`config.mk`:
```
export PLATFORM = sky130hd
export DESIGN_NAME = mem_err_policy
export DESIGN_NICKNAME = d
export VERILOG_FILES = /design/src/rtl/mep_pkg.sv /design/src/rtl/mep_ctrl.sv /design/src/rtl/mep_ecc_qual.sv /design/src/rtl/mep_status.sv /design/src/rtl/mem_err_policy.sv
export SDC_FILE = /design/constraint.sdc
export NUM_CORES = 1
export LEC_CHECK = 0
export ABC_AREA = 1
export BUFFER_PORTS_ARGS = -buffer_cell sky130_fd_sc_hd__buf_4
export CAP_MARGIN = 20
export CELL_PAD_IN_SITES_DETAIL_PLACEMENT = 2
export CELL_PAD_IN_SITES_GLOBAL_PLACEMENT = 2
export CORE_MARGIN = 2
export CORE_UTILIZATION = 26
export CTS_CLUSTER_SIZE = 25
export DETAILED_ROUTE_END_ITERATION = 10
export GPL_TIMING_DRIVEN = 0
export MAX_ROUTING_LAYER = met4
export PLACE_DENSITY = 0.77
export SLEW_MARGIN = 20
export SYNTH_ARGS = -nofsm -noshare
export SYNTH_HDL_FRONTEND = slang
export SYNTH_SLANG_ARGS = --single-unit
```
`constraint.sdc`:
```
create_clock -name clk -period 1.4 [get_ports clk]
set_clock_uncertainty 0.1 [all_clocks]
set_input_delay 0.28 -clock clk [delete_from_list [all_inputs] [get_ports clk]]
set_output_delay 0.28 -clock clk [all_outputs]
set_load 0.1 [all_outputs]
```
`src/rtl/mep_pkg.sv`:
```
package mep_pkg;
   typedef enum logic [1:0] {
      SEL_KEY  = 2'd0,
      SEL_CTRL = 2'd1,
      SEL_CLR  = 2'd2,
      SEL_NONE = 2'd3
   } reg_sel_e;

   typedef enum logic [1:0] {
      ECC_OFF   = 2'd0,
      ECC_QUIET = 2'd1,
      ECC_FLAG  = 2'd2,
      ECC_ESC   = 2'd3
   } ecc_mode_e;
endpackage

```
`src/rtl/mep_ctrl.sv`:
```
module mep_ctrl
   import mep_pkg::*;
#(
   parameter int DW         = 32,
   parameter int KEY_W      = 16,
   parameter int CTRL_W     = 7,
   parameter logic [KEY_W-1:0] UNLOCK_KEY = 16'h3C5A
) (
   input  logic              clk,
   input  logic              rst_n,
   input  logic              wr,
   input  logic [1:0]        sel,
   input  logic [DW-1:0]     wdata,
   output logic [CTRL_W-1:0] ctrl_q
);
   logic [KEY_W-1:0] key_q;
   logic             unlocked;

   if (KEY_W > DW || CTRL_W > DW) begin : g_bad_width
      $error("mep_ctrl: key or control wider than write data");
   end

   assign unlocked = (key_q == UNLOCK_KEY);

   always_ff @(posedge clk or negedge rst_n) begin
      if (!rst_n) begin
         key_q  <= '0;
         ctrl_q <= '0;
      end else if (wr) begin
         if (sel == SEL_KEY) key_q <= wdata[KEY_W-1:0];
         if (sel == SEL_CTRL && unlocked) ctrl_q <= wdata[CTRL_W-1:0];
      end
   end

   p_locked_write_r2: assert property (@(posedge clk) disable iff (!rst_n)
      (wr && sel == SEL_CTRL && key_q != UNLOCK_KEY) |=> $stable(ctrl_q));
   p_no_write_hold_r2: assert property (@(posedge clk) disable iff (!rst_n)
      (!wr) |=> $stable(ctrl_q));
endmodule

```
`src/rtl/mep_ecc_qual.sv`:
```
module mep_ecc_qual
   import mep_pkg::*;
(
   input  logic       clk,
   input  logic       rst_n,
   input  logic [1:0] mode,
   input  logic       sb_err,
   input  logic       db_err,
   output logic       set_sb,
   output logic       set_db,
   output logic       cap_sb,
   output logic       cap_db
);
   ecc_mode_e m;
   assign m = ecc_mode_e'(mode);

   always_comb begin
      set_sb = 1'b0;
      set_db = 1'b0;
      cap_sb = 1'b0;
      cap_db = 1'b0;
      unique case (m)
         ECC_OFF: ;
         ECC_QUIET: begin
            set_db = db_err;
            cap_db = 1'b1;
         end
         ECC_FLAG: begin
            set_sb = sb_err;
            set_db = db_err;
            cap_db = 1'b1;
         end
         ECC_ESC: begin
            set_sb = sb_err;
            set_db = db_err;
            cap_sb = 1'b1;
            cap_db = 1'b1;
         end
         default: ;
      endcase
   end

   p_off_ignored_r4: assert property (@(posedge clk) disable iff (!rst_n)
      (mode == 2'd0) |-> (!set_sb && !set_db && !cap_sb && !cap_db));
   p_quiet_sb_r5: assert property (@(posedge clk) disable iff (!rst_n)
      (mode == 2'd1) |-> (!set_sb && !cap_sb));
   p_flag_no_esc_r6: assert property (@(posedge clk) disable iff (!rst_n)
      (mode == 2'd2 && sb_err) |-> (set_sb && !cap_sb));
endmodule

```
`src/rtl/mep_status.sv`:
```
module mep_status #(
   parameter int NF = 9
) (
   input  logic          clk,
   input  logic          rst_n,
   input  logic [NF-1:0] set,
   input  logic          clr_en,
   input  logic [NF-1:0] clr_mask,
   output logic [NF-1:0] flags_q
);
   logic [NF-1:0] clr_bits;
   assign clr_bits = clr_en ? clr_mask : '0;

   always_ff @(posedge clk or negedge rst_n) begin
      if (!rst_n) flags_q <= '0;
      else        flags_q <= (flags_q & ~clr_bits) | set;
   end

   for (genvar i = 0; i < NF; i++) begin : g_chk
      p_event_wins_r11: assert property (@(posedge clk) disable iff (!rst_n)
         set[i] |=> flags_q[i]);
      p_sticky_r11: assert property (@(posedge clk) disable iff (!rst_n)
         (flags_q[i] && !clr_bits[i]) |=> flags_q[i]);
   end
endmodule

```
`src/rtl/mem_err_policy.sv`:
```
module mem_err_policy
   import mep_pkg::*;
#(
   parameter int NUM_PAR = 4,
   parameter int NUM_ECC = 2,
   parameter int DW      = 32,
   parameter int KEY_W   = 16,
   parameter logic [KEY_W-1:0] UNLOCK_KEY = 16'h3C5A
) (
   input  logic                 clk,
   input  logic                 rst_n,
   input  logic                 reg_wr,
   input  logic [1:0]           reg_sel,
   input  logic [DW-1:0]        reg_wdata,
   input  logic [NUM_PAR-1:0]   par_err,
   input  logic                 cache_par_err,
   input  logic [NUM_ECC-1:0]   ecc_sb_err,
   input  logic [NUM_ECC-1:0]   ecc_db_err,
   output logic [3*NUM_ECC:0]   ctrl_q,
   output logic [NUM_PAR+2*NUM_ECC:0] flags_q,
   output logic                 nmi,
   output logic                 rst_req
);
   localparam int CTRL_W  = 3*NUM_ECC + 1;
   localparam int NF      = NUM_PAR + 1 + 2*NUM_ECC;
   localparam int PAR_ACT = 2*NUM_ECC;
   localparam int ECC_ACT = 2*NUM_ECC + 1;
   localparam int ECC_F0  = NUM_PAR + 1;

   if (NUM_PAR < 1 || NUM_ECC < 1) begin : g_bad_cfg
      $error("mem_err_policy: need at least one parity and one ECC bank");
   end
   if (NF > DW) begin : g_bad_dw
      $error("mem_err_policy: flag count exceeds write data width");
   end

   logic [NF-1:0] set_vec;
   logic [NF-1:0] cap_vec;
   logic [NF-1:0] act_vec;
   logic          clr_en;

   mep_ctrl #(
      .DW(DW), .KEY_W(KEY_W), .CTRL_W(CTRL_W), .UNLOCK_KEY(UNLOCK_KEY)
   ) u_ctrl (
      .clk(clk), .rst_n(rst_n), .wr(reg_wr), .sel(reg_sel),
      .wdata(reg_wdata), .ctrl_q(ctrl_q)
   );

   assign set_vec[NUM_PAR-1:0] = par_err;
   assign set_vec[NUM_PAR]     = cache_par_err;
   assign cap_vec[NUM_PAR:0]   = '1;
   assign act_vec[NUM_PAR:0]   = {(NUM_PAR+1){ctrl_q[PAR_ACT]}};

   for (genvar k = 0; k < NUM_ECC; k++) begin : g_ecc
      mep_ecc_qual u_qual (
         .clk(clk), .rst_n(rst_n),
         .mode(ctrl_q[2*k+1:2*k]),
         .sb_err(ecc_sb_err[k]),
         .db_err(ecc_db_err[k]),
         .set_sb(set_vec[ECC_F0+2*k]),
         .set_db(set_vec[ECC_F0+2*k+1]),
         .cap_sb(cap_vec[ECC_F0+2*k]),
         .cap_db(cap_vec[ECC_F0+2*k+1])
      );
      assign act_vec[ECC_F0+2*k]   = ctrl_q[ECC_ACT+k];
      assign act_vec[ECC_F0+2*k+1] = ctrl_q[ECC_ACT+k];
   end

   assign clr_en = reg_wr && (reg_sel == SEL_CLR);

   mep_status #(.NF(NF)) u_status (
      .clk(clk), .rst_n(rst_n), .set(set_vec), .clr_en(clr_en),
      .clr_mask(reg_wdata[NF-1:0]), .flags_q(flags_q)
   );

   assign nmi = |(flags_q & cap_vec & ~act_vec);

   always_ff @(posedge clk or negedge rst_n) begin
      if (!rst_n) rst_req <= 1'b0;
      else        rst_req <= |(set_vec & cap_vec & act_vec);
   end

   p_nmi_has_flag_r9: assert property (@(posedge clk) disable iff (!rst_n)
      nmi |-> (flags_q != '0));
   p_rst_from_event_r10: assert property (@(posedge clk) disable iff (!rst_n)
      rst_req |-> $past(set_vec != '0));
   p_rst_needs_flag_r10: assert property (@(posedge clk) disable iff (!rst_n)
      rst_req |-> (flags_q != '0));
endmodule

```
==> flow_metrics.env <==
export IMPL_synth_edff_count=0
export IMPL_drt_iter0_markers=37
export IMPL_start_kind="flop"
export IMPL_syn_to_final_growth_pct=53.6
export IMPL_endpoint_kind="output pin"
export IMPL_drc=0
export IMPL_fin_setup_tns_ns=-1.11
export IMPL_cts_root_buffer="clkbuf_8"
export IMPL_cap_viol_max_count=0
export IMPL_final_layout_size_suffix_gt1_share_pct=40.6
export IMPL_postPlaceCellArea_sq_um=2050
export IMPL_yosys_area_top_type="dfrtp_1"
export IMPL_routed_wl_microns=5000
export IMPL_synthXorXnorAreaFrac_pct=0
export IMPL_die_area_sq_um=6650
export IMPL_multi_input_area_sq_um=619
export IMPL_hp_class="primary input to flop"
export IMPL_synthTopCellsByCount="46 x nand2_1, 33 x dfrtp_1, 26 x inv_1"
export IMPL_die_y_microns=81.5
export IMPL_via_per_inst=4.49
export IMPL_grt_first_pass_wirelength_microns=7980
export IMPL_setup_ws_ns=-0.414
export IMPL_nets=294
export IMPL_ios=64
export IMPL_yosys_top_cells_area="dfrtp_1 53%, nand2_1 11%, inv_1 6.2%"
export IMPL_synth_ff_type="dfrtp_1"
export IMPL_slew_viol_final=0
export IMPL_clk_latency_ns=0.29
export IMPL_drtAntennaViolNets=0
export IMPL_fin_cells=324
export IMPL_yosysMostFrequentCell="nand2_1"
export IMPL_grt_max_degree=34
export IMPL_crit_required_ns=1.02
export IMPL_ys_seq_area_share_pct=52.8
export IMPL_avgSynthCellArea_sq_um=8.68
export IMPL_async_reset_ff_share_pct=100
export IMPL_first_pass_iters=3
export IMPL_syn_area_sq_um=1560
export IMPL_maxSlewHeadroom_pct=70.0
export IMPL_syn_nets=226
export IMPL_clk_pin_slew_ns=0.08
export IMPL_worst_endpoint_arrival_ns=1.43
export IMPL_yosysWarnings=0
export IMPL_fp_coreArea_sq_um=5850
export IMPL_p_total_mw=2.40
export IMPL_rsz0062_at_grt="yes"
export IMPL_wl_per_cell_microns=15.4
export IMPL_ff_latch_area_sq_um=866
export IMPL_grt_overflow=0
export IMPL_io_buffers=47
export IMPL_hold_viol_final=0
export IMPL_diodes=0
export IMPL_worstPathCellList="o21ai_1 > a21o_1 > nand3b_1 > buf_12"
export IMPL_initial_core_util_pct=26.7
export IMPL_track_usage_pct=16.7
export IMPL_critPathKind="flop to output pin"
export IMPL_power_density_nw_per_um2=998
export IMPL_htreeDepth=2
export IMPL_ys_ff_latch=33
export IMPL_synth_top_family_by_area="simple AND/OR/NAND/NOR gates"
export IMPL_min_period_ns=1.81
export IMPL_status="complete, but fails checks"
export IMPL_holdWs_ns=0.0947
export IMPL_fill_cells=650
export IMPL_max_stage_delay_ns=0.49
export IMPL_syn_inst=180
export IMPL_crit_buf_inv=1
export IMPL_synth_fa_ha_area_share_pct=0
export IMPL_ir_worst_vdd_mv=0.361
export IMPL_synthSimpleGateAreaFrac_pct=24.9
export IMPL_synth_top_area_share_pct=52.8
export IMPL_cts_tree="built"
export IMPL_dp_slack_ns=-0.127
export IMPL_fin_util_pct=41.0
export IMPL_ys_types=22
export IMPL_violations="negative setup slack"
export IMPL_die_w_microns=81.5
export IMPL_critPathTopFamily="flip-flops"
export IMPL_row_count=28
export IMPL_critPathSlowestCell="dfrtp_4"
export IMPL_grt_pass1_vias=1622
export IMPL_worst_slew_pin_slew_ns=0.448
export IMPL_max_freq_mhz=551
export IMPL_stdcell_area_sq_um=2400
export IMPL_setup_viol_count_final=7
export IMPL_via_count=1455
export IMPL_hpwlAfterDp_microns=3390
export IMPL_p_leak_nw=1.24
export IMPL_cts_buffers=5
export IMPL_muxShareOfSynthArea_pct=2.88
export IMPL_clock_path_buffers=2
export IMPL_crit_fanout=3
export IMPL_place_congestion=0.741
export IMPL_fin_crit_sh_pct=130
export IMPL_cts_sinks=33
export IMPL_dp_cells=302
export IMPL_synth_compound_area_share_pct=10.9
export IMPL_antenna_found_initial=0
==> worst min-delay path: cells and delay by family <==
kind	cells	cell delay, ns
and+or+nand+nor	1	0.06
buffers and inverters	2	0.11
==> registers in the layout (all words and copies together) (netlist names) <==
| signal | count |
|---|---|
| u_ctrl.ctrl_q | 7 |
| rst_req | 1 |
| u_ctrl.key_q | 16 |
| u_status.flags_q | 9 |
==> layout by cell type (no fill, tap or decap), types with 11 or more instances in the layout <==
master	n
nand2_1	45
buf_4	44
inv_1	26
dfrtp_1	17
nor2_1	15
o21ai_0	13
buf_6	12
nand3_1	11
==> power breakdown <==
group	internal [mW]	leakage (nW)	switching (mW)	total, mW
registers	1.04	0.382	0.0569	1.09
clock network	0.581	0.0585	0.377	0.958
logic	0.148	0.801	0.199	0.346
==> area by class of cell <==
class                      instances  area share (%)
timing repair buffer              61            23.9
tap                               75            3.91
multi-input combinational        116            25.8
clock buffer                       7            3.60
inverter                          28            4.38
buffer                             3            1.15
clock inverter                     1            1.25
sequential                        33            36.1
==> kinds of logic (layout without fill, tap and decap cells) <==
| family | after synthesis | in the layout |
|---|---|---|
| AO/OA/AOI/OAI | 32 | 32 |
| multiplexers | 3 | 3 |
| buffers and inverters | 31 | 100 |
| AND/OR/NAND/NOR | 81 | 81 |
| flip-flops | 33 | 33 |
==> worst paths after layout <==
check	startpoint	to	slack (ns)	cells after the start
worst min-delay path	par_err[3]	u_status.flags_q[3]$_DFF_PN0_	0.09	3
min in group asynchronous	rst_n	u_ctrl.key_q[9]$_DFFE_PN0P_	0.38	2
max in group asynchronous	rst_n	u_status.flags_q[3]$_DFF_PN0_	0.46	2
worst max-delay path	u_ctrl.ctrl_q[3]$_DFFE_PN0P_	nmi	-0.41	4
worst min register to register	u_ctrl.key_q[4]$_DFFE_PN0P_	u_ctrl.key_q[4]$_DFFE_PN0P_	0.39	2
worst max register to register	u_ctrl.ctrl_q[1]$_DFFE_PN0P_	rst_req$_DFF_PN0_	-0.05	7
==> timing repair <==
action                     CTS  global route
hold buffers                 1             0
setup endpoints to repair    9            14
buffers inserted             7             6
hold endpoints to repair    33             0
gates resized for setup     26             8
pin swaps                    4             5
cloned                       0             0
==> layer usage <==
| metal | vias to the layer above | wire [microns] | GRT usage (%) | share of wire, % |
|---|---|---|---|---|
| li1 | 701 | - | - | - |
| met1 | 714 | 2130 | 20.5 | 43 |
| met2 | 32 | 2600 | 27.6 | 52 |
| met3 | 8 | 198 | 2.97 | 4.0 |
| met4 | 0 | 72 | 6.10 | 1.4 |
| met5 | - | 0 | - | 0 |
Note: power is estimated with default switching activity, not from simulation.
